[config.mk]
export PLATFORM = sky130hd
export DESIGN_NAME = tp_link_port_sel
export DESIGN_NICKNAME = d
export VERILOG_FILES = /design/src/rtl/lps_pkg.sv /design/src/rtl/lps_tick_counter.sv /design/src/rtl/lps_datapath.sv /design/src/rtl/lps_control.sv /design/src/rtl/tp_link_port_sel.sv
export SDC_FILE = /design/constraint.sdc
export NUM_CORES = 1
export LEC_CHECK = 0
export CORE_MARGIN = 10
export CORE_UTILIZATION = 33
export CTS_BUF_LIST = sky130_fd_sc_hd__clkbuf_8
export CTS_CLUSTER_DIAMETER = 60
export CTS_CLUSTER_SIZE = 30
export DETAILED_ROUTE_END_ITERATION = 6
export DONT_BUFFER_PORTS = 1
export SYNTH_ARGS = -nofsm -noshare
export SYNTH_HDL_FRONTEND = slang
export SYNTH_SLANG_ARGS = --single-unit
[constraint.sdc]
create_clock -name clk -period 2.3 [get_ports clk]
set_clock_uncertainty 0.15 [all_clocks]
set_input_delay 0.345 -clock clk [delete_from_list [all_inputs] [get_ports clk]]
set_output_delay 0.345 -clock clk [all_outputs]
set_load 0.005 [all_outputs]
[src/rtl/lps_pkg.sv]
package lps_pkg;
  typedef enum logic {LINK_FAIL = 1'b0, LINK_PASS = 1'b1} linkState_t;

  // control -> datapath strobes
  typedef struct packed {
    logic clrIdle;
    logic clrTx;
    logic settling;
  } ctlStrobes_t;

  // datapath -> control status
  typedef struct packed {
    logic validPulse;
    logic invalidPulse;
    logic idleExpired;
    logic txDue;
    logic settleDone;
  } dpStatus_t;
endpackage

[src/rtl/lps_tick_counter.sv]
module lps_tick_counter #(
  parameter int LIMIT = 16
) (
  input  logic clk,
  input  logic rstN,
  input  logic clr,
  input  logic tick,
  output logic done
);
  localparam int CW = $clog2(LIMIT + 1);
  localparam logic [CW-1:0] LIM = CW'(LIMIT);

  logic [CW-1:0] cnt;

  always_ff @(posedge clk) begin
    if (!rstN)                   cnt <= '0;
    else if (clr)                cnt <= '0;
    else if (tick && cnt != LIM) cnt <= cnt + 1'b1;
  end

  assign done = (cnt == LIM);
endmodule

[src/rtl/lps_datapath.sv]
module lps_datapath
  import lps_pkg::*;
#(
  parameter int LP_MIN_TICKS    = 1,
  parameter int LP_MAX_TICKS    = 2,
  parameter int LINK_FAIL_TICKS = 1000000,
  parameter int TX_LP_TICKS     = 160000,
  parameter int SETTLE_TICKS    = 10000
) (
  input  logic        clk,
  input  logic        rstN,
  input  logic        tick,
  input  logic        pulseIn,
  input  ctlStrobes_t ctl,
  output dpStatus_t   st
);
  localparam int WW = $clog2(LP_MAX_TICKS + 2);
  localparam logic [WW-1:0] WMIN = WW'(LP_MIN_TICKS);
  localparam logic [WW-1:0] WMAX = WW'(LP_MAX_TICKS);

  logic          pulsePrev;
  logic [WW-1:0] widthCnt;
  logic          pulseEnd;

  // width measured in ticks, saturating one past the accepted maximum
  always_ff @(posedge clk) begin
    if (!rstN) begin
      pulsePrev <= 1'b0;
      widthCnt  <= '0;
    end else begin
      pulsePrev <= pulseIn;
      if (!pulseIn)                    widthCnt <= '0;
      else if (tick && widthCnt <= WMAX) widthCnt <= widthCnt + 1'b1;
    end
  end

  assign pulseEnd        = pulsePrev && !pulseIn;
  assign st.validPulse   = pulseEnd && (widthCnt >= WMIN) && (widthCnt <= WMAX);
  assign st.invalidPulse = pulseEnd && !st.validPulse;

  localparam int NT = 3;
  localparam int LIMITS [NT] = '{LINK_FAIL_TICKS, TX_LP_TICKS, SETTLE_TICKS};
  logic [NT-1:0] clrs;
  logic [NT-1:0] dones;

  assign clrs = {!ctl.settling, ctl.clrTx, ctl.clrIdle};

  for (genvar g = 0; g < NT; g++) begin : g_timer
    lps_tick_counter #(.LIMIT(LIMITS[g])) u_cnt (
      .clk  (clk),
      .rstN (rstN),
      .clr  (clrs[g]),
      .tick (tick),
      .done (dones[g])
    );
  end

  assign st.idleExpired = dones[0];
  assign st.txDue       = dones[1];
  assign st.settleDone  = dones[2];
endmodule

[src/rtl/lps_control.sv]
module lps_control
  import lps_pkg::*;
#(
  parameter int PASS_PULSES = 2
) (
  input  logic        clk,
  input  logic        rstN,
  input  logic        frameAct,
  input  logic        polRev,
  input  logic        autoEn,
  input  logic        manualSel,
  input  logic        txActive,
  input  dpStatus_t   st,
  output ctlStrobes_t ctl,
  output logic        linkGood,
  output logic        polStatus,
  output logic        portTp,
  output logic        lpReq
);
  localparam int PW = $clog2(PASS_PULSES + 1);
  localparam logic [PW-1:0] PLAST = PW'(PASS_PULSES - 1);

  linkState_t    linkState;
  logic [PW-1:0] passCnt;
  logic          polFlag;
  logic          settling;
  logic          activity;
  logic          goFail;
  logic          target;

  assign activity = st.validPulse || frameAct;
  assign goFail   = (linkState == LINK_PASS) && st.idleExpired && !activity;
  assign linkGood = (linkState == LINK_PASS);
  assign target   = autoEn ? linkGood : manualSel;

  assign ctl.clrIdle  = activity;
  assign ctl.clrTx    = txActive || st.txDue;
  assign ctl.settling = settling;

  // link integrity state machine
  always_ff @(posedge clk) begin
    if (!rstN) begin
      linkState <= LINK_FAIL;
      passCnt   <= '0;
    end else if (linkState == LINK_PASS) begin
      passCnt <= '0;
      if (goFail) linkState <= LINK_FAIL;
    end else begin
      if (frameAct) begin
        linkState <= LINK_PASS;
        passCnt   <= '0;
      end else if (st.validPulse) begin
        if (passCnt == PLAST) begin
          linkState <= LINK_PASS;
          passCnt   <= '0;
        end else begin
          passCnt <= passCnt + 1'b1;
        end
      end else if (st.invalidPulse || st.idleExpired) begin
        passCnt <= '0;
      end
    end
  end

  // sticky reversal flag, cleared on link failure
  always_ff @(posedge clk) begin
    if (!rstN)       polFlag <= 1'b0;
    else if (goFail) polFlag <= 1'b0;
    else if (polRev) polFlag <= 1'b1;
  end

  assign polStatus = !(linkGood && polFlag);

  // port selection with settling hold
  always_ff @(posedge clk) begin
    if (!rstN) begin
      portTp   <= 1'b0;
      settling <= 1'b0;
    end else if (!settling) begin
      if (target != portTp) begin
        portTp   <= target;
        settling <= 1'b1;
      end
    end else if (st.settleDone) begin
      settling <= 1'b0;
    end
  end

  // transmit link pulse request
  always_ff @(posedge clk) begin
    if (!rstN) lpReq <= 1'b0;
    else       lpReq <= st.txDue && !txActive;
  end
endmodule

[src/rtl/tp_link_port_sel.sv]
module tp_link_port_sel
  import lps_pkg::*;
#(
  parameter int LP_MIN_TICKS    = 1,
  parameter int LP_MAX_TICKS    = 2,
  parameter int LINK_FAIL_TICKS = 1000000,
  parameter int PASS_PULSES     = 2,
  parameter int TX_LP_TICKS     = 160000,
  parameter int SETTLE_TICKS    = 10000
) (
  input  logic clk,
  input  logic rstN,
  input  logic tick,
  input  logic pulseIn,
  input  logic frameAct,
  input  logic polRev,
  input  logic autoEn,
  input  logic manualSel,
  input  logic txActive,
  output logic linkGood,
  output logic polStatus,
  output logic portTp,
  output logic lpReq
);
  ctlStrobes_t ctl;
  dpStatus_t   st;

  lps_datapath #(
    .LP_MIN_TICKS    (LP_MIN_TICKS),
    .LP_MAX_TICKS    (LP_MAX_TICKS),
    .LINK_FAIL_TICKS (LINK_FAIL_TICKS),
    .TX_LP_TICKS     (TX_LP_TICKS),
    .SETTLE_TICKS    (SETTLE_TICKS)
  ) u_dp (
    .clk     (clk),
    .rstN    (rstN),
    .tick    (tick),
    .pulseIn (pulseIn),
    .ctl     (ctl),
    .st      (st)
  );

  lps_control #(.PASS_PULSES(PASS_PULSES)) u_ctl (
    .clk       (clk),
    .rstN      (rstN),
    .frameAct  (frameAct),
    .polRev    (polRev),
    .autoEn    (autoEn),
    .manualSel (manualSel),
    .txActive  (txActive),
    .st        (st),
    .ctl       (ctl),
    .linkGood  (linkGood),
    .polStatus (polStatus),
    .portTp    (portTp),
    .lpReq     (lpReq)
  );
endmodule

==> flow_metrics.env <==
export IMPL_outcome="finished clean"
export IMPL_max_stage_delay_ns=0.51
export IMPL_top_level_ports=13
export IMPL_wl_per_cell_um=12.5
export IMPL_core_um2=8680
export IMPL_clk_pin_slew_ns=0.08
export IMPL_finish_net_count=371
export IMPL_crit_chain="inv_1, ha_1, nor4b_2, or2_0, buf_4, a21oi_1"
export IMPL_grt_max_degree=22
export IMPL_clock_latency_ns=0.35
export IMPL_critPathBufInv=2
export IMPL_cts_tree="yes"
export IMPL_fp_dieH_um=114
export IMPL_cp_start_kind="register"
export IMPL_period_share_pct=89.3
export IMPL_synth_top_area_share_pct=42.2
export IMPL_worst_pin_slew_ns=0.531
export IMPL_synthMuxAreaShare_pct=1.02
export IMPL_grt_overflow_total=0
export IMPL_synth_largest_area_cell="dfxtp_1"
export IMPL_synth_fa_ha_area_share_pct=3.40
export IMPL_initial_core_util_pct=33.9
export IMPL_async_flop_share_pct=0
export IMPL_leakage_nw=1.13
export IMPL_routed_via_density=5.10
export IMPL_maxSlewViolCount=0
export IMPL_place_congestion=0.758
export IMPL_yosys_warnings=0
export IMPL_synth_xor_area_share_pct=12.2
export IMPL_htreeDepth=3
export IMPL_finalCriticalPeriod_ns=2.05
export IMPL_final_layout_size_suffix_gt1_share_pct=8.64
export IMPL_ys_ff_latch=62
export IMPL_grt_pass1_wl_um=10500
export IMPL_place_area_um2=3070
export IMPL_netlist_area_um2=2940
export IMPL_dp_hpwl_um=4040
export IMPL_numCtsBuffers=9
export IMPL_synth_cell_types=43
export IMPL_ys_seq_area_share_pct=42.2
export IMPL_grt_pass1_vias=2309
export IMPL_cp_max_fo=8
export IMPL_area_delta_synth_final_pct=12.9
export IMPL_hold_class="primary input to register"
export IMPL_drt_pass1_iterations=4
export IMPL_syn_area_per_cell_um2=8.63
export IMPL_ant_nets=0
export IMPL_clockBufferDepth=2
export IMPL_design_area_um2=3320
export IMPL_end_kind="register"
export IMPL_vias=2380
export IMPL_maxCapViolCount=0
export IMPL_synthCells=341
export IMPL_cts_sinks=62
export IMPL_synth_ff_type="dfxtp_1"
export IMPL_drtIter0Drc=110
export IMPL_row_count=34
export IMPL_maxSlewHeadroom_pct=64.5
export IMPL_rsz0062_at_grt="false"
export IMPL_ys_top_cells_by_area="dfxtp_1, xor2_1, nor2_1, xnor2_1, nand2_1"
export IMPL_arrival_ns=2.13
export IMPL_synth_nets=358
export IMPL_grt_usage_pct=9.66
export IMPL_crit_family="simple AND/OR/NAND/NOR gates"
export IMPL_synth_compound_area_share_pct=6.21
export IMPL_fin_tns_setup_ns=0
export IMPL_die_area_um2=13100
export IMPL_powerDensity_nw_per_um2=647
export IMPL_synth_top_family_by_area="simple AND/OR/NAND/NOR gates"
export IMPL_dieWidth_um=114
export IMPL_antennaDiodeCount=0
export IMPL_hold_viol=0
export IMPL_antenna_found_initial=0
export IMPL_setup_viol=0
export IMPL_required_ns=2.38
export IMPL_drc=0
export IMPL_wirelength_um=5830
export IMPL_yosys_area_share_simple_pct=31.7
export IMPL_clock_root_buffer="clkbuf_8"
export IMPL_cp_slowest_cell="nor4b_2"
export IMPL_cts_setup_buffers=0
export IMPL_synth_edf_count=0
export IMPL_max_freq_mhz=487
export IMPL_io_buffer_count=0
export IMPL_vdd_drop_max_v=0.000267
export IMPL_path_class="register to register"
[layout make-up]
type,instances,area [um^2]
clock buffers,9,124
clock inverters,7,75.1
fillers,883,5360
inverters,16,60.1
multi-input cells,256,1610
flip-flops and latches,62,1240
well taps,108,135
repair buffers,9,80.1
[cells in the mapped netlist, types with 4 or more instances]
cell type,number
dfxtp_1,62
nor2_1,53
nand2_1,31
xor2_1,25
nand3_1,19
inv_1,16
nand4_1,16
xnor2_1,16
a21oi_1,11
ha_1,8
nor3_1,8
o21ai_0,8
nor4_1,6
and3_1,5
nor4b_1,5
or3_1,5
buf_2,4
or4_1,4
[path summary, 6_finish.rpt]
check / depth (start not counted) / from / end / slack, ns
hold reg to reg: 1 / u_ctl.passCnt[1] / u_ctl.passCnt[1] / 0.34
setup / recovery: 6 / u_dp.widthCnt[0] / u_dp.g_timer[0].u_cnt.cnt[10] / 0.25
hold / removal: 2 / tick / u_dp.g_timer[1].u_cnt.cnt[1] / 0.01
setup reg to reg: 6 / u_dp.widthCnt[0] / u_dp.g_timer[0].u_cnt.cnt[10] / 0.25
[per-stage QoR]
step	hold slack [ns]	total power [mW]	setup WS, ns	instances	util [%]
global route	0.0250	2.24	0.0144	467	38.3
CTS	0.0000175	2.18	0.240	467	38.3
finish	0.0128	2.15	0.247	467	38.3
global placement	0.315	1.21	0.319	446	35.4
detailed placement	0.315	1.21	0.259	446	35.4
floorplan	0.304	1.19	0.509	341	-
[per-layer routing]
| layer | global-route usage (%) | part of all wire (%) | vias up | wire length (um) |
|---|---|---|---|---|
| met3 | 2.67 | 4.9 | 11 | 286 |
| li1 | - | - | 1210 | - |
| met5 | 0 | 0 | - | 0 |
| met2 | 14.3 | 44 | 41 | 2570 |
| met1 | 12.0 | 48 | 1118 | 2800 |
| met4 | 6.35 | 2.8 | 0 | 166 |
[cells in the final DEF, fill, tap and decap left out, types with 2 or more instances in the layout]
| cell | count |
|---|---|
| buf_4 | 4 |
| a31oi_1 | 2 |
| nor4b_1 | 5 |
| or3_1 | 5 |
| clkinv_2 | 2 |
| inv_1 | 16 |
| nor3_1 | 8 |
| and3_1 | 5 |
| dlygate4sd3_1 | 5 |
| a21oi_1 | 11 |
| nor4_1 | 6 |
| nand4_1 | 16 |
| ha_1 | 8 |
| nor2_1 | 53 |
| nand3_1 | 19 |
| mux2i_1 | 3 |
| o21ai_0 | 8 |
| xor2_1 | 25 |
| nand4_2 | 2 |
| and4_1 | 2 |
| clkinv_4 | 4 |
| nand2b_1 | 3 |
| nor4_2 | 3 |
| and2_1 | 3 |
| nand2_1 | 31 |
| or4_1 | 4 |
| o211ai_1 | 3 |
| clkbuf_8 | 9 |
| xnor2_1 | 16 |
| dfxtp_1 | 62 |
[report_power, final]
| group | total [mW] | internal [mW] | switching (mW) | leakage, nW |
|---|---|---|---|---|
| clock | 0.957 | 0.503 | 0.454 | 0.103 |
| sequential | 1.10 | 1.09 | 0.0148 | 0.501 |
| combinational | 0.0894 | 0.0383 | 0.0510 | 0.528 |
| total | 2.15 | 1.63 | 0.520 | 1.13 |
[flip-flops by register name, summed over array words and instances (netlist names)]
signal                  cells
u_ctl.linkGood              1
u_ctl.lpReq                 1
u_dp.pulsePrev              1
u_ctl.polFlag               1
u_ctl.passCnt               2
u_ctl.settling              1
u_dp.widthCnt               2
u_dp.g_timer.u_cnt.cnt     52
u_ctl.portTp                1
[repair_timing]
item / in CTS / in global routing
hold buffers: 5 / 0
endpoints found under the hold margin: 8 / 0
resized for setup: 0 / 0
[logic make-up (layout without fill, tap and decap cells)]
kind of cell	count (synthesis)	in the layout
fa+ha+maj	8	8
mux	3	3
buf+inv	23	41
xor+xnor	41	41
flops	62	62
compound gates	29	29
simple gates	175	175
(Power assumes the default switching activity.)
